`config.mk`:
```
export PLATFORM = sky130hd
export DESIGN_NAME = interval_gate
export DESIGN_NICKNAME = d
export VERILOG_FILES = /design/src/rtl/interval_gate_pkg.sv /design/src/rtl/ig_capture.sv /design/src/rtl/ig_session.sv /design/src/rtl/ig_outstage.sv /design/src/rtl/interval_gate.sv
export SDC_FILE = /design/constraint.sdc
export NUM_CORES = 1
export LEC_CHECK = 0
export CORE_AREA = 3 3 40 42
export CTS_BUF_LIST = sky130_fd_sc_hd__clkbuf_16
export CTS_CLUSTER_DIAMETER = 50
export CTS_CLUSTER_SIZE = 30
export DETAILED_ROUTE_END_ITERATION = 16
export DIE_AREA = 0 0 43 45
export SYNTH_ARGS = -nofsm -noshare
export SYNTH_HDL_FRONTEND = slang
export SYNTH_HIERARCHICAL = 1
export SYNTH_SLANG_ARGS = --single-unit
```
`constraint.sdc`:
```
create_clock -name clk -period 1.82 [get_ports clk]
set_clock_uncertainty 0.1 [all_clocks]
set_input_delay 0.273 -clock clk [delete_from_list [all_inputs] [get_ports clk]]
set_output_delay 0.273 -clock clk [all_outputs]
set_load 0.02 [all_outputs]
```
`src/rtl/interval_gate_pkg.sv`:
```
package interval_gate_pkg;
  typedef enum logic {
    MODE_SINGLE = 1'b0,
    MODE_AVG    = 1'b1
  } ig_mode_e;

  typedef struct packed {
    logic start_set;
    logic stop_set;
    logic clear;
  } ig_ctrl_t;
endpackage

```
`src/rtl/ig_capture.sv`:
```
module ig_capture #(
  parameter logic RESET_VAL = 1'b0
) (
  input  logic clk,
  input  logic rst_n,
  input  logic clear,
  input  logic set,
  output logic q,
  output logic q_next
);
  always_comb begin
    if (clear)    q_next = 1'b0;
    else if (set) q_next = 1'b1;
    else          q_next = q;
  end

  always_ff @(posedge clk or negedge rst_n) begin
    if (!rst_n) q <= RESET_VAL;
    else        q <= q_next;
  end
endmodule

```
`src/rtl/ig_session.sv`:
```
module ig_session
  import interval_gate_pkg::*;
(
  input  logic     clk,
  input  logic     rst_n,
  input  logic     clr_i,
  input  logic     start_i,
  input  logic     stop_i,
  input  logic     gate_i,
  input  ig_mode_e mode,
  input  logic     start_q,
  input  logic     stop_q,
  output ig_ctrl_t ctrl,
  output logic     busy
);
  logic gate_drop, rearm, live;

  assign gate_drop = (mode == MODE_AVG) && !gate_i && busy;
  assign rearm     = (mode == MODE_AVG) && gate_i && busy && stop_q;
  assign live      = busy && !gate_drop && !clr_i;

  always_comb begin
    ctrl.start_set = live && start_i && !start_q;
    ctrl.stop_set  = live && stop_i && !stop_q && (start_q || ctrl.start_set);
    ctrl.clear     = clr_i || gate_drop || rearm;
  end

  always_ff @(posedge clk or negedge rst_n) begin
    if (!rst_n)                                     busy <= 1'b1;
    else if (clr_i)                                 busy <= 1'b1;
    else if (gate_drop)                             busy <= 1'b0;
    else if (mode == MODE_SINGLE && ctrl.stop_set)  busy <= 1'b0;
  end
endmodule

```
`src/rtl/ig_outstage.sv`:
```
module ig_outstage (
  input  logic clk,
  input  logic rst_n,
  input  logic pulse_next,
  output logic pulse_q,
  output logic pulse_nq
);
  always_ff @(posedge clk or negedge rst_n) begin
    if (!rst_n) begin
      pulse_q  <= 1'b0;
      pulse_nq <= 1'b1;
    end else begin
      pulse_q  <= pulse_next;
      pulse_nq <= ~pulse_next;
    end
  end
endmodule

```
`src/rtl/interval_gate.sv`:
```
module interval_gate
  import interval_gate_pkg::*;
(
  input  logic clk,
  input  logic rst_n,
  input  logic clr_i,
  input  logic start_i,
  input  logic stop_i,
  input  logic gate_i,
  input  logic avg_mode_i,
  output logic pulse_o,
  output logic pulse_n_o,
  output logic busy_o
);
  localparam int NUM_STAGES = 2;

  ig_mode_e mode;
  ig_ctrl_t ctrl;
  logic [NUM_STAGES-1:0] stage_q, stage_next, stage_set;

  assign mode      = ig_mode_e'(avg_mode_i);
  assign stage_set = {ctrl.stop_set, ctrl.start_set};

  for (genvar g = 0; g < NUM_STAGES; g++) begin : g_stage
    ig_capture #(.RESET_VAL(1'b0)) u_cap (
      .clk    (clk),
      .rst_n  (rst_n),
      .clear  (ctrl.clear),
      .set    (stage_set[g]),
      .q      (stage_q[g]),
      .q_next (stage_next[g])
    );
  end

  ig_session u_session (
    .clk     (clk),
    .rst_n   (rst_n),
    .clr_i   (clr_i),
    .start_i (start_i),
    .stop_i  (stop_i),
    .gate_i  (gate_i),
    .mode    (mode),
    .start_q (stage_q[0]),
    .stop_q  (stage_q[1]),
    .ctrl    (ctrl),
    .busy    (busy_o)
  );

  ig_outstage u_out (
    .clk        (clk),
    .rst_n      (rst_n),
    .pulse_next (stage_next[0] && !stage_next[1]),
    .pulse_q    (pulse_o),
    .pulse_nq   (pulse_n_o)
  );
endmodule

```
==> impl_summary.txt <==
----------------------------------------------------
[Global route]
  Global-route total usage across every layer ... 7.30%
  Number of antenna violations at the first check in global routing ... 0
  Global-route met3 utilization ... 5.18%
  Total congestion overflow after global routing ... 0
  Maximum number of pins on one net before global-route repair ... 6
  Busiest grt layer ... met4
  Met1 usage ... 7.16%
  Via count of the first global-routing pass ... 219
  Met2 capacity usage during global routing ... 8.08%
  First-pass GRT wire length ... 910 um

[Yosys]
  Number of flip-flops and latches in the synthesized netlist ... 5
  Post-synthesis simple-gate area fraction ... 18.9%
  Number of instances in the synthesized netlist ... 21
  Cell area after technology mapping ... 251 um^2
  Synthesized-area fraction occupied by ao, oa, aoi and oai cells ... 24.4%
  Net count of the mapped netlist ... 28
  Cell accounting for the most synthesized area ... sky130_fd_sc_hd__dfrtp_1
  Share of the synthesized area in the top cell type ... 29.9%
  Number of distinct standard cells referenced by the synthesized netlist ... 14
  Main combinational cell family by area after synthesis ... compound AO/OA/AOI/OAI gates
  Area share of fa/ha/maj cells after synthesis ... 0%
  Sequential share of the synthesized area ... 50.7%
  Largest cells by area after synthesis ... sky130_fd_sc_hd__dfrtp_1, sky130_fd_sc_hd__dfstp_2, sky130_fd_sc_hd__o21ba_1
  Xor and xnor area share after synthesis ... 0%
  Synth warnings ... 6
  Share of synthesized area spent on multiplexers ... 0%
  Post-Synthesis Mean Instance Area ... 12.0 um^2

[Floorplanning]
  Number of ports placed on the die boundary ... 10
  DIE WIDTH ... 43 um
  Die height ... 45 um
  Starting density of the core ... 19.6%
  Core ar. ... 1280 um^2
  Floorplan row count ... 13
  Die area ... 1940 um^2

[Final layout]
  Total inserted antenna cells ... 0
  Fraction of final layout cells sized beyond drive strength 1 ... 32.4%
  Fill cell count ... 127
  Final std cells w/o fill ... 49
  Layout Nets ... 42
  Post-Layout Inst Area ... 439 um^2
  Area growth from synthesis to layout ... 74.6%

[Worst setup path]
  Startpoint of the lowest-slack register-to-register path ... u_session/busy
  Critical Path RT ... 1.45 ns
  Critical path peak fanout ... 3
  Category of cells accounting for the largest share of critical-path delay ... buffers and inverters
  WP buf/inv ... 1
  Kind of launch point of the worst setup path ... flip-flop
  Launch point of the worst path ... u_session/busy
  Kind of critical path ... reg -> out
  Cell with the biggest individual delay on the critical path ... sky130_fd_sc_hd__clkdlybuf4s50_1
  Kind of end point of the critical path ... primary output
  Ordered list of cells on the worst path ... clkdlybuf4s50_1
  Maximum cell stage delay along the critical path ... 0.60 ns
  Arrival time of data at the critical path endpoint ... 1.37 ns

[Pwr]
  Power share of the clock group ... 65.8%
  Leak Pwr ... 0.203 nW
  Net Sw Frac ... 18.4%
  Areal power density over the cells ... 1220 nW/um^2
  Sequential share of power ... 23.4%
  Power spent charging and discharging nets ... 0.0000985 W
  Internal power contribution ... 0.000438 W
  Portion of total power attributed to combinational logic ... 10.8%
  Worst ir drop on vdd ... 0.484 mV

[Routing]
  Detail-routed net length per standard cell ... 10.2 um
  Vias after detailed routing ... 196
  1st-iter DRT viols ... 3
  Number of detailed-route iterations in the first pass ... 4
  Total detailed-routing wirelength ... 498 um
  Final routed DRC violation total ... 0
  Post-DRT Antenna Nets ... 0
  Routed via count divided by cell count ... 4.00

[Clocking]
  Number of buffers created by CTS ... 3
  Clock Path Buffers ... 2
  Num Clock Sinks ... 5
  H-tree depth reported by CTS ... 1
  Reg clk slew, reported paths ... 0.03 ns
  Post-cts repair resize count ... 0
  Post-CTS setup buffer count ... 0
  Cell at the root of the clock tree ... sky130_fd_sc_hd__clkbuf_16
  Clock latency on the worst-skew pair ... 0.23 ns
  Quantity of hold-fixing buffers added after cts ... 0
  Clock tree from TritonCTS ... built

[STA]
  Setup TNS ... 0 ns
  Slew headroom ... 85.1%
  Final hold vios ... 0
  Unrepaired setup endpoints after global routing ... false
  Final-report setup violation count ... 0
  Slew of the pin with the lowest slew margin ... 0.223 ns
  Number of pins exceeding their max-slew limit in the final report ... 0
  Achievable frequency ... 575 MHz
  Final min period ... 1.74 ns
  Final worst-path cycle share ... 95.6%

[Placed design]
  Port Buf Inserts ... 9
  Post-Place Cell Area ... 360 um^2
  Placer Congestion ... 0.676
  Placed Cells incl. Taps ... 45
  Final HPWL DP ... 362 um

[Outcome]
  Outcome ... finished, final reports clean

[Worst hold path]
  Worst hold-check path type ... in -> async

[Flow run]
  Max-capacitance violation count ... 0

----------------------------------------------------
## logic make-up after synthesis
| family | count (synthesis) |
|---|---|
| and+or+nand+nor | 6 |
| AOI/OAI and AO/OA | 6 |
| DFF | 5 |
| buffers and inverters | 4 |
## flip-flops by register name, indices dropped and copies added (netlist names)
name             flops
g_stage.u_cap/q      2
u_session/busy       1
u_out/pulse_nq       1
u_out/pulse_q        1
## final cells by class
cell class,count,area [um^2],area share (%)
Clock buffer,3,75.1,17.1
Multi-Input combinational cell,12,109,24.8
Inverter,4,15.0,3.42
Timing Repair Buffer,9,90.1,20.5
Clock inverter,1,3.75,0.855
Tap cell,15,18.8,4.27
Sequential cell,5,128,29.1
## worst paths after layout
check / slack (ns) / cells past startpoint / end
max: 0.08 / 1 / busy_o
max reg2reg: 0.46 / 5 / u_out/pulse_nq
min in group clk: 0.43 / 2 / u_session/busy
min: 0.16 / 1 / g_stage[1].u_cap/q
max in group asynchronous: 1.21 / 1 / u_out/pulse_nq
min reg2reg: 0.43 / 2 / u_session/busy
## power groups by stage
stage | sequential (W) | clock [W] | combinational, W
6_report | 0.000126 | 0.000353 | 0.0000580
3_5_place_dp | 0.000127 | 0 | 0.0000582
4_1_cts | 0.000126 | 0.000360 | 0.0000587
5_1_grt | 0.000127 | 0.000369 | 0.0000635
3_3_place_gp | 0.000127 | 0 | 0.0000568
2_1_floorplan | 0.000133 | 0 | 0.0000227
## synthesized netlist by cell type, drive strengths merged
cell type  number
dfrtp           3
inv             4
a2bb2oi         1
nor4b           1
nand2           2
dfstp           2
o21ai           2
nor2b           2
o21ba           2
nor3            1
o211ai          1
## per-stage QoR
step / setup slack (ns) / hold WS (ns) / util (%) / power, W
3_5_place_dp: 0.170 / 0.406 / 28.0 / 0.000185
6_report: 0.0810 / 0.160 / 34.2 / 0.000537
5_1_grt: 0.0500 / 0.177 / 34.2 / 0.000559
3_3_place_gp: 0.204 / 0.398 / 28.0 / 0.000184
2_1_floorplan: 0.440 / -0.123 / - / 0.000155
4_1_cts: 0.0745 / 0.168 / 34.2 / 0.000545
## cell usage in the layout (no fill, tap or decap), drive strengths merged
master and instances:
nand2 2, nor2b 2, a2bb2oi 1, o21ba 2, clkdlybuf4s50 9, o21ai 2
dfrtp 3, inv 5, nor4b 1, nor3 1, o211ai 1, dfstp 2
clkbuf 3
## metal layers
layer / part of all wire, % / wire, um
met5: 0 / 0
met4: 5.4 / 27
met3: 16 / 79
met2: 33 / 163
met1: 46 / 227
## worst register-to-register path, stage by stage (launching register included)
cell and delay, ns:
sky130_fd_sc_hd__dfstp_2 0.54, sky130_fd_sc_hd__o21ai_2 0.08, sky130_fd_sc_hd__nor4b_2 0.21, sky130_fd_sc_hd__o21ba_1 0.18, sky130_fd_sc_hd__nor2b_4 0.14, sky130_fd_sc_hd__inv_1 0.04
Note: power is estimated with default switching activity, not from simulation.
